$ cat config.mk
export PLATFORM = sky130hd
export DESIGN_NAME = fsgs_base_unit
export DESIGN_NICKNAME = d
export VERILOG_FILES = /design/src/rtl/fsgs_pkg.sv /design/src/rtl/fsgs_canon_chk.sv /design/src/rtl/fsgs_write_decode.sv /design/src/rtl/fsgs_base_reg.sv /design/src/rtl/fsgs_fault_reg.sv /design/src/rtl/fsgs_base_unit.sv
export SDC_FILE = /design/constraint.sdc
export NUM_CORES = 1
export LEC_CHECK = 0
export ABC_AREA = 0
export BUFFER_PORTS_ARGS = -buffer_cell sky130_fd_sc_hd__buf_4
export CAP_MARGIN = 15
export CORE_MARGIN = 2
export CORE_UTILIZATION = 48
export DETAILED_ROUTE_END_ITERATION = 7
export PLACE_DENSITY = 0.85
export RECOVER_POWER = 100
export SLEW_MARGIN = 20
export SYNTH_ARGS = -nofsm -noshare
export SYNTH_HDL_FRONTEND = slang
export SYNTH_HIERARCHICAL = 1
export SYNTH_SLANG_ARGS = --single-unit
$ cat constraint.sdc
create_clock -name clk -period 2.4 [get_ports clk]
set_clock_uncertainty 0.05 [all_clocks]
set_input_delay 0.24 -clock clk [delete_from_list [all_inputs] [get_ports clk]]
set_output_delay 0.24 -clock clk [all_outputs]
set_load 0.01 [all_outputs]
$ cat src/rtl/fsgs_pkg.sv
// Package: shared encodings for the segment hidden base unit.
// Assumes a two-bit write-kind strobe and a two-bit fault code.
package fsgs_pkg;

    typedef enum logic [1:0] {
        WK_IDLE = 2'd0,
        WK_SEG  = 2'd1,
        WK_MSR  = 2'd2,
        WK_USR  = 2'd3
    } wr_kind_e;

    typedef enum logic [1:0] {
        FC_NONE    = 2'd0,
        FC_PRIV    = 2'd1,
        FC_NONCANO = 2'd2,
        FC_DISABLE = 2'd3
    } fault_code_e;

    localparam int unsigned SEG_FS = 0;
    localparam int unsigned SEG_GS = 1;

endpackage

$ cat src/rtl/fsgs_canon_chk.sv
// Module: canonical-form test for a virtual address.
// A value is canonical when every bit from VA_W-1 up to DATA_W-1 is equal.
// Assumes VA_W < DATA_W.
module fsgs_canon_chk #(
    parameter int unsigned DATA_W = 64,
    parameter int unsigned VA_W   = 48
) (
    input  logic [DATA_W-1:0] value,
    output logic              canonical
);
    localparam int unsigned TOP_W = DATA_W - VA_W + 1;

    logic [TOP_W-1:0] top_bits;

    // Purpose: gather the sign-extension field including the sign bit.
    always_comb begin
        top_bits  = value[DATA_W-1:VA_W-1];
        canonical = (&top_bits) | (~|top_bits);
    end
endmodule

$ cat src/rtl/fsgs_write_decode.sv
// Module: decodes one write request into per-segment enables, a write value
// and a fault. Purely combinational; the caller registers the results.
// Assumes at most one request per cycle and NUM_SEG == 2 (FS, GS).
module fsgs_write_decode
    import fsgs_pkg::*;
#(
    parameter int unsigned DATA_W      = 64,
    parameter int unsigned LOAD_W      = 32,
    parameter int unsigned VA_W        = 48,
    parameter int unsigned ADDR_W      = 32,
    parameter int unsigned NUM_SEG     = 2,
    parameter logic [ADDR_W-1:0] FS_ADDR = 32'hC000_0100,
    parameter logic [ADDR_W-1:0] GS_ADDR = 32'hC000_0101
) (
    input  logic [1:0]         wr_kind,
    input  logic               wr_target,
    input  logic               sel_null,
    input  logic [1:0]         cpl,
    input  logic               feat_en,
    input  logic               long_mode,
    input  logic               op64,
    input  logic [ADDR_W-1:0]  msr_addr,
    input  logic [DATA_W-1:0]  wr_data,
    output logic [NUM_SEG-1:0] seg_we,
    output logic [DATA_W-1:0]  seg_wval,
    output logic               flt_set,
    output logic [1:0]         flt_code
);
    localparam int unsigned PAD_W = DATA_W - LOAD_W;

    wr_kind_e          kind;
    logic              canon_ok;
    logic              hit_fs;
    logic              hit_gs;
    logic [DATA_W-1:0] zext_val;

    fsgs_canon_chk #(
        .DATA_W (DATA_W),
        .VA_W   (VA_W)
    ) u_canon (
        .value     (wr_data),
        .canonical (canon_ok)
    );

    // Purpose: decode the kind and form the zero-extended narrow value.
    always_comb begin
        kind     = wr_kind_e'(wr_kind);
        hit_fs   = (msr_addr == FS_ADDR);
        hit_gs   = (msr_addr == GS_ADDR);
        zext_val = {{PAD_W{1'b0}}, wr_data[LOAD_W-1:0]};
    end

    // Purpose: apply the per-path rules for enables, value and fault.
    always_comb begin
        seg_we   = '0;
        seg_wval = wr_data;
        flt_set  = 1'b0;
        flt_code = FC_NONE;
        unique case (kind)
            WK_SEG: begin
                if (!sel_null) begin
                    seg_we[wr_target] = 1'b1;
                    seg_wval          = zext_val;
                end
            end
            WK_MSR: begin
                if (hit_fs || hit_gs) begin
                    if (cpl != 2'd0) begin
                        flt_set  = 1'b1;
                        flt_code = FC_PRIV;
                    end else if (!canon_ok) begin
                        flt_set  = 1'b1;
                        flt_code = FC_NONCANO;
                    end else begin
                        seg_we[hit_gs ? SEG_GS : SEG_FS] = 1'b1;
                    end
                end
            end
            WK_USR: begin
                if (!feat_en || !long_mode) begin
                    flt_set  = 1'b1;
                    flt_code = FC_DISABLE;
                end else begin
                    seg_we[wr_target] = 1'b1;
                    seg_wval          = op64 ? wr_data : zext_val;
                end
            end
            default: begin
                seg_we = '0;
            end
        endcase
    end
endmodule

$ cat src/rtl/fsgs_base_reg.sv
// Module: one hidden base register with write enable.
// Assumes synchronous active-low reset to zero.
module fsgs_base_reg #(
    parameter int unsigned DATA_W = 64
) (
    input  logic              clk,
    input  logic              rst_n,
    input  logic              we,
    input  logic [DATA_W-1:0] wval,
    output logic [DATA_W-1:0] q
);
    // Purpose: hold the base, load on enable, clear on reset.
    always_ff @(posedge clk) begin
        if (!rst_n) begin
            q <= '0;
        end else if (we) begin
            q <= wval;
        end
    end
endmodule

$ cat src/rtl/fsgs_fault_reg.sv
// Module: registers the fault strobe and code as a one-cycle pulse.
// Assumes the decoder raises flt_set for exactly the offending cycle.
module fsgs_fault_reg (
    input  logic       clk,
    input  logic       rst_n,
    input  logic       flt_set,
    input  logic [1:0] flt_code,
    output logic       fault,
    output logic [1:0] fault_code
);
    // Purpose: capture this cycle's fault, clear when none.
    always_ff @(posedge clk) begin
        if (!rst_n) begin
            fault      <= 1'b0;
            fault_code <= 2'd0;
        end else begin
            fault      <= flt_set;
            fault_code <= flt_set ? flt_code : 2'd0;
        end
    end


    code_with_pulse_chk: assert property (@(posedge clk) disable iff (!rst_n)
        (fault_code != 2'd0) == fault);
endmodule

$ cat src/rtl/fsgs_base_unit.sv
// Module: top of the segment hidden base unit. Holds FS and GS bases and
// applies segment-load, model-specific register and user base-write rules.
// Assumes one write request per cycle; results appear after the next edge.
module fsgs_base_unit
    import fsgs_pkg::*;
#(
    parameter int unsigned DATA_W  = 64,
    parameter int unsigned LOAD_W  = 32,
    parameter int unsigned VA_W    = 48,
    parameter int unsigned ADDR_W  = 32,
    parameter logic [ADDR_W-1:0] FS_ADDR = 32'hC000_0100,
    parameter logic [ADDR_W-1:0] GS_ADDR = 32'hC000_0101
) (
    input  logic              clk,
    input  logic              rst_n,
    input  logic [1:0]        wr_kind,
    input  logic              wr_target,
    input  logic              sel_null,
    input  logic [1:0]        cpl,
    input  logic              feat_en,
    input  logic              long_mode,
    input  logic              op64,
    input  logic [ADDR_W-1:0] msr_addr,
    input  logic [DATA_W-1:0] wr_data,
    output logic [DATA_W-1:0] fs_base,
    output logic [DATA_W-1:0] gs_base,
    output logic              fault,
    output logic [1:0]        fault_code,
    input  logic              rd_sel,
    output logic [DATA_W-1:0] rd_data
);
    localparam int unsigned NUM_SEG = 2;
    localparam int unsigned PAD_W   = DATA_W - LOAD_W;

    logic [NUM_SEG-1:0] seg_we;
    logic [DATA_W-1:0]  seg_wval;
    logic               flt_set;
    logic [1:0]         flt_code;
    logic [DATA_W-1:0]  seg_base [NUM_SEG];

    fsgs_write_decode #(
        .DATA_W  (DATA_W),
        .LOAD_W  (LOAD_W),
        .VA_W    (VA_W),
        .ADDR_W  (ADDR_W),
        .NUM_SEG (NUM_SEG),
        .FS_ADDR (FS_ADDR),
        .GS_ADDR (GS_ADDR)
    ) u_dec (
        .wr_kind   (wr_kind),
        .wr_target (wr_target),
        .sel_null  (sel_null),
        .cpl       (cpl),
        .feat_en   (feat_en),
        .long_mode (long_mode),
        .op64      (op64),
        .msr_addr  (msr_addr),
        .wr_data   (wr_data),
        .seg_we    (seg_we),
        .seg_wval  (seg_wval),
        .flt_set   (flt_set),
        .flt_code  (flt_code)
    );

    for (genvar s = 0; s < NUM_SEG; s++) begin : g_seg
        fsgs_base_reg #(
            .DATA_W (DATA_W)
        ) u_base (
            .clk   (clk),
            .rst_n (rst_n),
            .we    (seg_we[s]),
            .wval  (seg_wval),
            .q     (seg_base[s])
        );
    end

    fsgs_fault_reg u_flt (
        .clk        (clk),
        .rst_n      (rst_n),
        .flt_set    (flt_set),
        .flt_code   (flt_code),
        .fault      (fault),
        .fault_code (fault_code)
    );

    // Purpose: expose both bases and the selected one on the read port.
    always_comb begin
        fs_base = seg_base[SEG_FS];
        gs_base = seg_base[SEG_GS];
        rd_data = seg_base[rd_sel];
    end


    seg_load_zext_chk: assert property (@(posedge clk) disable iff (!rst_n)
        (wr_kind == WK_SEG && !sel_null && !wr_target) |=>
        (fs_base == {{PAD_W{1'b0}}, $past(wr_data[LOAD_W-1:0])}));


    null_sel_hold_chk: assert property (@(posedge clk) disable iff (!rst_n)
        (wr_kind == WK_SEG && sel_null) |=>
        ($stable(fs_base) && $stable(gs_base) && !fault));


    msr_priv_chk: assert property (@(posedge clk) disable iff (!rst_n)
        (wr_kind == WK_MSR && (msr_addr == FS_ADDR || msr_addr == GS_ADDR) && cpl != 2'd0) |=>
        (fault && fault_code == FC_PRIV && $stable(fs_base) && $stable(gs_base)));


    msr_other_ignored_chk: assert property (@(posedge clk) disable iff (!rst_n)
        (wr_kind == WK_MSR && msr_addr != FS_ADDR && msr_addr != GS_ADDR) |=>
        (!fault && $stable(fs_base) && $stable(gs_base)));


    usr_gate_chk: assert property (@(posedge clk) disable iff (!rst_n)
        (wr_kind == WK_USR && !(feat_en && long_mode)) |=>
        (fault && fault_code == FC_DISABLE && $stable(fs_base) && $stable(gs_base)));


    idle_no_fault_chk: assert property (@(posedge clk) disable iff (!rst_n)
        (wr_kind == WK_IDLE) |=> (!fault && $stable(fs_base) && $stable(gs_base)));
endmodule

Yosys cells after proc, flatten, opt, wreduce, memory -nomap -nowiden
Index checks and enable logic that the tools add are counted.

storage, ports and cells
  bits of input ports = 108
  logic and storage cells = 55
  output and inout port bits = 195
  bits in registers = 131

operators by class
  bitwise logic cells = 2
  order comparisons = 5
  reduce and logical (&&, ||, !) cells = 11
  equality and inequality tests = 5
  multiplexer cells = 28

operators with widths
  cell                                                   count
  two-way mux 64 bit                                     6
  one-hot mux 64 bit (2 select lines)                    1
  equality test 32 bit (second input constant)           2
  >= comparator 32 x 1 -> 1 bit (second input constant)  1
  < comparator 32 x 2 -> 1 bit (second input constant)   1
  two-way mux 2 bit                                      9
  AND reduction 17 bit                                   1
  OR reduction 17 bit                                    1
  two-way mux 1 bit                                      7
  one-hot mux 2 bit (3 select lines)                     1
  equality test 2 bit (second input constant)            2
  one-hot mux 2 bit (2 select lines)                     1
  logical NOT 1 bit                                      3
  demux 1 bit (select 1 bit)                             2
  equality test 2 x 1 -> 1 bit (second input constant)   1
  >= comparator 2 bit (second input constant)            1
  logical AND 1 bit                                      2
  logical OR 1 bit                                       2
  < comparator 1 x 2 -> 1 bit (second input constant)    1
  inverter 1 -> 2 bit                                    1
  one-hot mux 1 bit (2 select lines)                     1
  AND reduction 2 bit                                    1
  nonzero test 2 bit                                     1
  >= comparator 1 bit (second input constant)            1
  OR 1 bit                                               1

Logic depth before layout (Yosys ltp)
Gate-level depths: netlist (run 1).

  word-level depth = 10
  mapped depth = 10
  depth with buffers taken out = 8

By module
Netlist (run 1), hierarchy kept.

modules (own cells, without submodules)
  module             cells an instance  seq. area each (µm²)  instances  area an instance (µm²)
  fsgs_base_reg      206                1,281.2               2          2,451.1
  fsgs_base_unit     71                 0.0                   1          1,077.3
  fsgs_write_decode  95                 0.0                   1          660.6
  fsgs_canon_chk     12                 0.0                   1          98.8
  fsgs_fault_reg     6                  60.1                  1          78.8

Worst setup path before layout (run 1)
No wires, ideal clock.

  path kind = input port to flip-flop
  start = input wr_data[57]
  end = register g_seg[0].u_base.q[10]
  buffers on the path = 2
  slack = 0.329 ns
  data required time = 2.234 ns
  stages = 9
  arrival time = 1.905 ns
  cell sequence = nor4_2 nand4_1 o41ai_2 nand2_1 o32ai_2 buf_6 buf_8 mux2i_1 nor2b_1

on the way
  longest elaborated chain between the ends = 7
  elaborated cells on any way between the ends = 8
  classes of those cells = mux (4); bitwise (1); reduce/logical (3)

ends and longest elaborated chain
  what                                  line                     text
  start, declared                       fsgs_base_unit.sv:24     input logic [DATA_W-1:0] wr_data,
  OR reduction 17 bit                   fsgs_canon_chk.sv:18     canonical = (&top_bits) | (~|top_bits);
  logical NOT 1 bit                     fsgs_canon_chk.sv:18
  OR 1 bit *                            fsgs_canon_chk.sv:18
  net u_dec.canon_ok                    fsgs_write_decode.sv:32  logic canon_ok;
  two-way mux 2 bit *                   fsgs_write_decode.sv:71  end else if (!canon_ok) begin
  two-way mux 2 bit *                   fsgs_write_decode.sv:68  if (cpl != 2'd0) begin
  two-way mux 2 bit *                   fsgs_write_decode.sv:67  if (hit_fs || hit_gs) begin
  one-hot mux 2 bit (3 select lines) *  fsgs_write_decode.sv:59  unique case (kind)
  net seg_we[0]                         fsgs_base_unit.sv:35     logic [NUM_SEG-1:0] seg_we;
  end signal, assigned                  fsgs_base_reg.sv:17      q <= wval;
  end, declared                         fsgs_base_reg.sv:10      output logic [DATA_W-1:0] q

The timed path passes the listed nets; every way through them passes the cells marked *.
A chain may end at the register's enable or synchronous reset.

Worst setup path after layout (run 1)
  start = input wr_data[51]
  end = register g_seg[0].u_base.q[51]

Same word-level chain as after synthesis.

==> results of run 1 <==
sequential cells by signal (all words and copies together), names as in the netlist:
signal and flops:
g_seg.u_base/q 128, u_flt/fault_code 2, u_flt/fault 1
layout make-up:
type / instances / area (um2) / share of cell area
inverters: 1 / 3.75 / 0.000432
flip-flops and latches: 131 / 2620 / 0.302
multi-input cells: 394 / 3340 / 0.385
repair buffers: 315 / 1920 / 0.221
clock inverters: 13 / 138 / 0.0159
clock buffers: 19 / 433 / 0.0499
well taps: 180 / 225 / 0.0259
cells by family (layout without fill, tap and decap cells):
| group | after synthesis | in the layout |
|---|---|---|
| compound gates | 7 | 7 |
| buf+inv | 71 | 348 |
| flops | 131 | 131 |
| mux | 192 | 192 |
| simple gates | 195 | 195 |
report_power, final:
| part | internal, uW | switching [uW] | total (uW) |
|---|---|---|---|
| clock | 1520 | 948 | 2470 |
| combinational | 354 | 306 | 660 |
| sequential | 2240 | 49.2 | 2290 |
layer usage:
metal / vias to the layer above / track usage / routed length [um] / part of all wire
li1: 2534 / - / - / -
met1: 2418 / 0.248 / 6840 / 0.40
met2: 195 / 0.390 / 8740 / 0.51
met3: 22 / 0.0530 / 1160 / 0.068
met4: 0 / 0.0767 / 335 / 0.020
met5: - / 0 / 0 / 0
stage by stage:
stage | setup WS (ns) | std cells | setup TNS [ns]
after floorplan | 0.329 | 596 | 0
after detailed placement | -0.0819 | 1021 | -3.58
after CTS | 0.263 | 1053 | 0
final | 0.149 | 1053 | 0
after global routing | 0.0940 | 1053 | 0
after global placement | -0.0517 | 1021 | -1.92
how the worst min path moves through the flow:
stage | startpoint | to | slack [ns] | depth (start not counted)
after CTS | wr_data[31] | g_seg[1].u_base/q[31]$_SDFFE_PN0P_ | 0.04 | 3
after floorplan | rst_n | u_flt/fault$_SDFF_PN0_ | 0.32 | 1
final | wr_data[14] | g_seg[1].u_base/q[14]$_SDFFE_PN0P_ | 0.05 | 3
after global routing | wr_data[30] | g_seg[1].u_base/q[30]$_SDFFE_PN0P_ | 0.04 | 3
after detailed placement | wr_data[10] | g_seg[1].u_base/q[10]$_SDFFE_PN0P_ | 0.47 | 3
after global placement | wr_data[16] | g_seg[1].u_base/q[16]$_SDFFE_PN0P_ | 0.46 | 3
critical path: stages:
cell      delay, ns
buf_4          0.10
nand4_1        0.09
nor4_1         0.45
nand4_1        0.18
o41ai_1        0.11
clkbuf_1       0.21
nand2_1        0.12
o32ai_4        0.37
buf_12         0.28
mux2i_1        0.23
nor2b_1        0.07
cells in the final DEF (no fill, tap or decap), types with 2 or more instances in the layout:
master / instances
and2_1: 33
mux2_4: 2
clkinvlp_4: 6
nor4b_1: 2
nor4_2: 3
bufinv_16: 2
nor2_1: 4
clkbuf_16: 17
clkbuf_1: 138
clkinv_4: 2
mux2i_1: 128
buf_4: 173
nor4_1: 4
nand4_1: 6
nor2b_1: 128
dfxtp_1: 131
nand2_1: 4
and3_1: 4
o21ai_0: 2
nand3_1: 2
buf_12: 5
mux2_2: 4
mux2_1: 58
clkinv_2: 3
==> flow_metrics.env, run 1 <==
export IMPL_crit_path_max_fanout=31
export IMPL_finalSetupViolations=0
export IMPL_fp_dieH_um=123
export IMPL_ys_seq_area_frac=0.385
export IMPL_status="finished, final reports clean"
export IMPL_drc=0
export IMPL_startpoint="wr_data[51]"
export IMPL_finalNetCount=968
export IMPL_clock_root_buffer="clkbuf_16"
export IMPL_cp_required_ns=2.64
export IMPL_cp_arrival_ns=2.49
export IMPL_cts_made_buffers=17
export IMPL_vias_per_cell=4.91
export IMPL_muxShareOfSynthArea=0.327
export IMPL_synth_top_area_share=0.385
export IMPL_fp_dieW_um=123
export IMPL_peakVddDrop_v=0.000426
export IMPL_fillers=1296
export IMPL_grt_antenna_before_repair=0
export IMPL_synth_compound_area_frac=0.0106
export IMPL_synth_enable_flop_cells=0
export IMPL_postSynthCellCount=596
export IMPL_place_congestion=0.796
export IMPL_setup_worst_path_end="g_seg[0].u_base/q[51]$_SDFFE_PN0P_"
export IMPL_holdWs_ns=0.0460
export IMPL_dpl_hpwl_um=12500
export IMPL_power_density_nw_per_um2=624
export IMPL_wl_um=17100
export IMPL_period_needed_ns=2.25
export IMPL_hp_class="primary input to flip-flop"
export IMPL_fmax_mhz=444
export IMPL_path_clk_slew_ns=0.06
export IMPL_grt_total_usage=0.216
export IMPL_synth_simple_area_share=0.184
export IMPL_cts_tree="built"
export IMPL_synth_most_common_cell="dfxtp_1"
export IMPL_post_dp_cell_area_um2=8870
export IMPL_synth_area_top_cells="dfxtp_1 38%, mux2i_1 19%, mux2_4 13%"
export IMPL_start_kind="primary input"
export IMPL_cts_sinks=131
export IMPL_power_uw=5420
export IMPL_drtAntennaViolNets=0
export IMPL_diodes=0
export IMPL_areaGrowthSynthToFinish_pct=27.3
export IMPL_drv_slew=0
export IMPL_dieArea_um2=15200
export IMPL_r2r_start="g_seg[1].u_base/q[53]$_SDFFE_PN0P_"
export IMPL_core_area_um2=13900
export IMPL_rrSetupSlack_ns=1.64
export IMPL_synth_fa_ha_area_frac=0
export IMPL_synth_seq_cells=131
export IMPL_utilization=0.625
export IMPL_drtIter0Drc=217
export IMPL_clockBufferDepth=2
export IMPL_synth_warnings=6
export IMPL_yosysUniqueCellTypes=31
export IMPL_layout_drive_gt1_share=0.257
export IMPL_avgSynthCellArea_um2=11.4
export IMPL_vias=5169
export IMPL_synth_ff_type="dfxtp_1"
export IMPL_relSlewSlack=0.353
export IMPL_drtPass1Iterations=4
export IMPL_synthArstFlopShare=0
export IMPL_worstRegToRegCells=2
export IMPL_num_rows=43
export IMPL_routedWlPerCell_um=16.2
export IMPL_ctsResizeCount=0
export IMPL_tightest_slew_ns=0.970
export IMPL_grt_max_degree=67
export IMPL_grt_pass1_wl_um=25400
export IMPL_synth_xor_area_frac=0
export IMPL_synth_top_family_by_area="multiplexers"
export IMPL_final_area_um2=8680
export IMPL_syn_num_nets=704
export IMPL_numPortBuffers=302
export IMPL_period_share=0.938
export IMPL_io_pins=303
export IMPL_max_cap_violations=0
export IMPL_synth_common_cells="131 x dfxtp_1, 128 x mux2i_1, 128 x nor2b_1"
export IMPL_cp_end_kind="flip-flop"
export IMPL_htreeDepth=4
export IMPL_grt_overflow_total=0
export IMPL_synth_area_um2=6820
export IMPL_grt_pass1_vias=5099
export IMPL_p_leak_uw=0.00338
export IMPL_clk_latency_ns=0.40
export IMPL_synth_area_leader_cell="dfxtp_1"
export IMPL_hold_buffers=0
export IMPL_worstSetupPathType="primary input to flip-flop"
export IMPL_initial_core_util=0.491
export IMPL_hold_viol=0
export IMPL_r2r_end="g_seg[1].u_base/q[53]$_SDFFE_PN0P_"
export IMPL_cts_setup_buffers=0
export IMPL_rsz0062_at_grt="no"
Note: power is estimated with default switching activity, not from simulation.
==> run 2: changes to the inputs <==
--- a/config.mk
+++ b/config.mk
@@ -5,11 +5,11 @@
 export SDC_FILE = /design/constraint.sdc
 export NUM_CORES = 1
 export LEC_CHECK = 0
-export ABC_AREA = 0
+export ABC_AREA = 1
 export BUFFER_PORTS_ARGS = -buffer_cell sky130_fd_sc_hd__buf_4
 export CAP_MARGIN = 15
-export CORE_MARGIN = 2
-export CORE_UTILIZATION = 48
+export CORE_MARGIN = 8
+export CORE_UTILIZATION = 49
 export DETAILED_ROUTE_END_ITERATION = 7
 export PLACE_DENSITY = 0.85
 export RECOVER_POWER = 100
==> flow_metrics.env, run 2 <==
export IMPL_status="finished, final reports clean"
export IMPL_utilization=0.630
export IMPL_final_area_um2=9160
export IMPL_cp_required_ns=2.11
export IMPL_numPortBuffers=302
export IMPL_io_pins=303
export IMPL_multi_input_area_um2=3240
export IMPL_drv_slew=0
export IMPL_synth_enable_flop_cells=0
export IMPL_synth_most_common_cell="nand2_1"
export IMPL_p_leak_uw=0.00484
export IMPL_hold_buffers=0
export IMPL_finalSetupViolations=0
export IMPL_tightest_slew_ns=0.882
export IMPL_cts_tree="built"
export IMPL_ctsResizeCount=0
export IMPL_grt_total_usage=0.219
export IMPL_power_share_clock=0.458
export IMPL_routedWlPerCell_um=13.0
export IMPL_clockBufferDepth=2
export IMPL_switchingPower_uw=1670
export IMPL_fin_tns_setup_ns=0
export IMPL_yosysUniqueCellTypes=20
export IMPL_cts_made_buffers=17
export IMPL_ys_seq_area_frac=0.360
export IMPL_postSynthCellCount=1241
export IMPL_sw_frac_of_total=0.267
export IMPL_peakVddDrop_v=0.000496
export IMPL_finalNetCount=1590
export IMPL_diodes=0
export IMPL_cp_arrival_ns=1.71
export IMPL_htreeDepth=4
export IMPL_post_dp_cell_area_um2=9180
export IMPL_core_area_um2=14500
export IMPL_dieArea_um2=19000
export IMPL_dpl_hpwl_um=15700
export IMPL_drtPass1Iterations=5
export IMPL_power_frac_comb=0.158
export IMPL_synth_area_top_cells="dfxtp_1 36%, nand2_1 25%, nor2_1 17%"
export IMPL_p_int_uw=4600
export IMPL_clk_latency_ns=0.41
export IMPL_vias=7473
export IMPL_power_density_nw_per_um2=684
export IMPL_num_rows=44
export IMPL_drtAntennaViolNets=0
export IMPL_period_share=0.834
export IMPL_drc=0
export IMPL_final_common_cell="nand2_1"
export IMPL_areaGrowthSynthToFinish_pct=25.7
export IMPL_initial_core_util=0.501
export IMPL_top_regs="g_seg.u_base/q x128, u_flt/fault_code x2, u_flt/fault x1"
export IMPL_clock_root_buffer="clkbuf_16"
export IMPL_vias_per_cell=4.45
export IMPL_synth_top_area_share=0.360
export IMPL_cts_sinks=131
export IMPL_relSlewSlack=0.412
export IMPL_start_kind="primary input"
export IMPL_crit_path_max_fanout=38
export IMPL_grt_antenna_before_repair=0
export IMPL_avgSynthCellArea_um2=5.87
export IMPL_synth_area_um2=7290
export IMPL_layout_drive_gt1_share=0.116
export IMPL_seqPwrFrac=0.383
export IMPL_grt_pass1_wl_um=33300
export IMPL_synth_ff_type="dfxtp_1"
export IMPL_worstSetupPathType="primary input to output pin"
export IMPL_synth_common_cells="481 x nand2_1, 337 x nor2_1, 175 x inv_1"
export IMPL_final_cell_mix="480 x nand2_1, 337 x nor2_1, 178 x clkbuf_1"
export IMPL_rsz0062_at_grt="no"
export IMPL_hold_viol=0
export IMPL_synth_area_leader_cell="dfxtp_1"
export IMPL_fillers=1496
export IMPL_period_needed_ns=2.00
export IMPL_synth_seq_cells=131
export IMPL_wl_um=21800
export IMPL_regMostFlops="g_seg.u_base/q"
export IMPL_synth_warnings=6
export IMPL_grt_pass1_vias=6914
export IMPL_regArea_um2=2620
export IMPL_hp_class="primary input to flip-flop"
export IMPL_cts_setup_buffers=0
export IMPL_fp_dieH_um=138
export IMPL_syn_num_nets=1349
export IMPL_max_cap_violations=0
export IMPL_grt_max_degree=80
export IMPL_synthArstFlopShare=0
export IMPL_place_congestion=0.841
export IMPL_fp_dieW_um=138
export IMPL_grt_overflow_total=0
export IMPL_fmax_mhz=500
export IMPL_largest_reg_flops=128
export IMPL_path_clk_slew_ns=0.06
export IMPL_cp_end_kind="output pin"
export IMPL_drtIter0Drc=348
==> run 2: critical path, stage by stage <==
cell and delay, ns:
buf_4 0.27, clkbuf_2 0.75, nand2_1 0.11, nand2_1 0.15, clkbuf_1 0.16
==> run 2: cell families (layout without fill, tap and decap cells) <==
| family | count (synthesis) | count (layout) | synth area share |
|---|---|---|---|
| simple gates | 842 | 842 | 0.441 |
| flops | 131 | 131 | 0.360 |
| compound gates | 2 | 2 | 0.00343 |
| buf+inv | 266 | 519 | 0.196 |
==> run 2: stage by stage <==
step                total power (uW)  cells  setup slack (ns)  hold WS [ns]
floorplan                       3090   1241             0.801         0.324
global placement                3550   1647             0.349         0.425
detailed placement              3570   1647             0.304         0.425
CTS                             6450   1678             0.723        0.0520
global route                    6530   1678             0.295        0.0802
finish                          6270   1678             0.399        0.0635
==> run 2: power by group through the flow <==
stage | clock network (uW) | registers [uW] | logic [uW]
2_1_floorplan | 0 | 2480 | 612
3_5_place_dp | 0 | 2450 | 1130
5_1_grt | 2990 | 2420 | 1120
3_3_place_gp | 0 | 2440 | 1100
4_1_cts | 2910 | 2400 | 1130
6_report | 2870 | 2400 | 992
==> run 2: worst paths after layout <==
| path | start | endpoint | slack (ns) | cells past startpoint |
|---|---|---|---|---|
| max reg2reg | g_seg[0].u_base/q[49]$_SDFFE_PN0P_ | g_seg[0].u_base/q[49]$_SDFFE_PN0P_ | 1.70 | 2 |
| min | wr_data[13] | g_seg[0].u_base/q[13]$_SDFFE_PN0P_ | 0.06 | 5 |
| max | rd_sel | rd_data[4] | 0.40 | 5 |
| min reg2reg | g_seg[0].u_base/q[26]$_SDFFE_PN0P_ | g_seg[0].u_base/q[26]$_SDFFE_PN0P_ | 0.43 | 2 |
==> run 2: layout make-up <==
| class | count | area share |
|---|---|---|
| repair buffers | 312 | 0.191 |
| clock buffers | 19 | 0.0495 |
| multi-input cells | 844 | 0.354 |
| flip-flops and latches | 131 | 0.286 |
| well taps | 184 | 0.0251 |
| inverters | 176 | 0.0721 |
| clock inverters | 12 | 0.0221 |
==> run 2: layer usage <==
| metal | vias up | share of wire | track usage |
|---|---|---|---|
| met2 | 236 | 0.49 | 0.387 |
| li1 | 3996 | - | - |
| met3 | 27 | 0.083 | 0.0659 |
| met4 | 0 | 0.017 | 0.0788 |
| met1 | 3214 | 0.41 | 0.244 |
| met5 | - | 0 | 0 |
==> run 3: changes to the inputs <==
--- a/config.mk
+++ b/config.mk
@@ -5,13 +5,13 @@
 export SDC_FILE = /design/constraint.sdc
 export NUM_CORES = 1
 export LEC_CHECK = 0
-export ABC_AREA = 1
+export ABC_AREA = 0
 export BUFFER_PORTS_ARGS = -buffer_cell sky130_fd_sc_hd__buf_4
 export CAP_MARGIN = 15
 export CORE_MARGIN = 8
-export CORE_UTILIZATION = 49
+export CORE_UTILIZATION = 43
 export DETAILED_ROUTE_END_ITERATION = 7
-export PLACE_DENSITY = 0.85
+export PLACE_DENSITY = 0.81
 export RECOVER_POWER = 100
 export SLEW_MARGIN = 20
 export SYNTH_ARGS = -nofsm -noshare
==> constraint.sdc (replaced) <==
create_clock -name clk -period 1.7 [get_ports clk]
set_clock_uncertainty 0.05 [all_clocks]
set_input_delay 0.17 -clock clk [delete_from_list [all_inputs] [get_ports clk]]
set_output_delay 0.17 -clock clk [all_outputs]
set_load 0.01 [all_outputs]
==> flow_metrics.env, run 3 (synthesized netlist as in run 1, its figures left out) <==
export IMPL_grt_pass1_vias=6022
export IMPL_holdWs_ns=0.104
export IMPL_diodes=0
export IMPL_hp_class="primary input to flip-flop"
export IMPL_instances_no_fill=1163
export IMPL_start_kind="primary input"
export IMPL_routedWlPerCell_um=18.7
export IMPL_worstSetupPathType="primary input to flip-flop"
export IMPL_drtPass1Iterations=4
export IMPL_fp_dieH_um=142
export IMPL_seqPwrFrac=0.399
export IMPL_fillers=1397
export IMPL_period_share=1.18
export IMPL_fp_dieW_um=142
export IMPL_failed_checks="negative setup slack"
export IMPL_drtAntennaViolNets=0
export IMPL_setup_ws_ns=-0.311
export IMPL_cp_arrival_ns=2.26
export IMPL_final_common_cell="clkbuf_1"
export IMPL_clockBufferDepth=2
export IMPL_status="finished, violations left"
export IMPL_initial_core_util=0.434
export IMPL_sw_frac_of_total=0.242
export IMPL_layout_drive_gt1_share=0.334
export IMPL_relSlewSlack=0.680
export IMPL_switchingPower_uw=1960
export IMPL_finalNetCount=1042
export IMPL_final_area_um2=9900
export IMPL_max_cap_violations=0
export IMPL_vias=5481
export IMPL_crit_path_max_fanout=6
export IMPL_wl_um=21700
export IMPL_post_dp_cell_area_um2=9090
export IMPL_final_cell_mix="151 x clkbuf_1, 143 x buf_4, 131 x dfxtp_1"
export IMPL_power_frac_comb=0.148
export IMPL_grt_total_usage=0.208
export IMPL_cts_tree="built"
export IMPL_cp_required_ns=1.95
export IMPL_areaGrowthSynthToFinish_pct=45.3
export IMPL_drtIter0Drc=157
export IMPL_rsz0062_at_grt="yes"
export IMPL_power_uw=8110
export IMPL_grt_pass1_wl_um=32800
export IMPL_dpl_hpwl_um=14700
export IMPL_p_int_uw=6140
export IMPL_dieArea_um2=20100
export IMPL_clock_root_buffer="clkbuf_16"
export IMPL_grt_max_degree=132
export IMPL_num_rows=46
export IMPL_path_clk_slew_ns=0.06
export IMPL_clk_latency_ns=0.40
export IMPL_p_leak_uw=0.00388
export IMPL_cts_sinks=131
export IMPL_power_share_clock=0.453
export IMPL_drv_slew=0
export IMPL_core_area_um2=15700
export IMPL_period_needed_ns=2.01
export IMPL_drc=0
export IMPL_htreeDepth=4
export IMPL_peakVddDrop_v=0.000612
export IMPL_finalSetupViolations=128
export IMPL_numPortBuffers=302
export IMPL_largest_reg_flops=128
export IMPL_top_regs="g_seg.u_base/q x128, u_flt/fault_code x2, u_flt/fault x1"
export IMPL_place_congestion=0.791
export IMPL_io_pins=303
export IMPL_vias_per_cell=4.71
export IMPL_post_place_cells=1077
export IMPL_cts_made_buffers=17
export IMPL_power_density_nw_per_um2=818
export IMPL_fin_tns_setup_ns=-26.17
export IMPL_grt_antenna_before_repair=0
export IMPL_grt_overflow_total=0
export IMPL_tightest_slew_ns=0.480
export IMPL_regMostFlops="g_seg.u_base/q"
export IMPL_hold_viol=0
export IMPL_cp_end_kind="flip-flop"
export IMPL_fmax_mhz=497
[run 3: layout make-up]
type,count,area [um2],share of cell area
well taps,216,270,0.0273
clock buffers,19,433,0.0437
clock inverters,13,161,0.0163
multi-input cells,394,3630,0.367
flip-flops and latches,131,2620,0.265
repair buffers,389,2780,0.281
inverters,1,3.75,0.000379
[run 3: power groups by stage]
stage | clock network (uW) | registers (uW) | logic (uW)
after floorplan | 0 | 3320 | 617
after global placement | 0 | 3300 | 1090
after detailed placement | 0 | 3300 | 1110
after CTS | 3750 | 3240 | 1260
after global routing | 3890 | 3250 | 1280
final | 3670 | 3240 | 1200
[run 3: worst paths after layout]
path,startpoint,end,slack (ns),depth (start not counted)
worst max register to register,g_seg[1].u_base/q[62]$_SDFFE_PN0P_,g_seg[1].u_base/q[62]$_SDFFE_PN0P_,0.94,2
worst min-delay path,wr_data[41],g_seg[1].u_base/q[41]$_SDFFE_PN0P_,0.10,4
worst min register to register,g_seg[0].u_base/q[5]$_SDFFE_PN0P_,g_seg[0].u_base/q[5]$_SDFFE_PN0P_,0.49,2
worst max-delay path,msr_addr[5],g_seg[0].u_base/q[46]$_SDFFE_PN0P_,-0.31,10
[run 3: what timing repair did]
item                                   4_1_cts  5_1_grt
hold buffers                                32        0
cloned                                       8        4
endpoints found under the hold margin       63        0
pin swaps                                    1        1
buffers inserted                            10        4
resized for setup                           20       16
setup endpoints to repair                  128      128
[run 3: stage by stage]
step / utilization / setup WS [ns]
floorplan: - / -0.299
global placement: 0.579 / -0.630
detailed placement: 0.579 / -0.720
CTS: 0.662 / -0.217
global route: 0.630 / -0.368
finish: 0.630 / -0.311
[run 3: worst max-delay path: stages]
cell and delay [ns]:
buf_6 0.09, or4_4 0.53, nor4_4 0.23, nand3_2 0.18
o32ai_4 0.34, buf_6 0.17, buf_12 0.12, clkbuf_16 0.16
mux2i_1 0.20, nor2b_1 0.07
[run 3: routing by layer]
| layer | vias up | track usage | share of wire |
|---|---|---|---|
| li1 | 2684 | - | - |
| met1 | 2576 | 0.229 | 0.41 |
| met2 | 207 | 0.362 | 0.50 |
| met3 | 14 | 0.0817 | 0.084 |
| met4 | 0 | 0.0633 | 0.0081 |
| met5 | - | 0 | 0 |
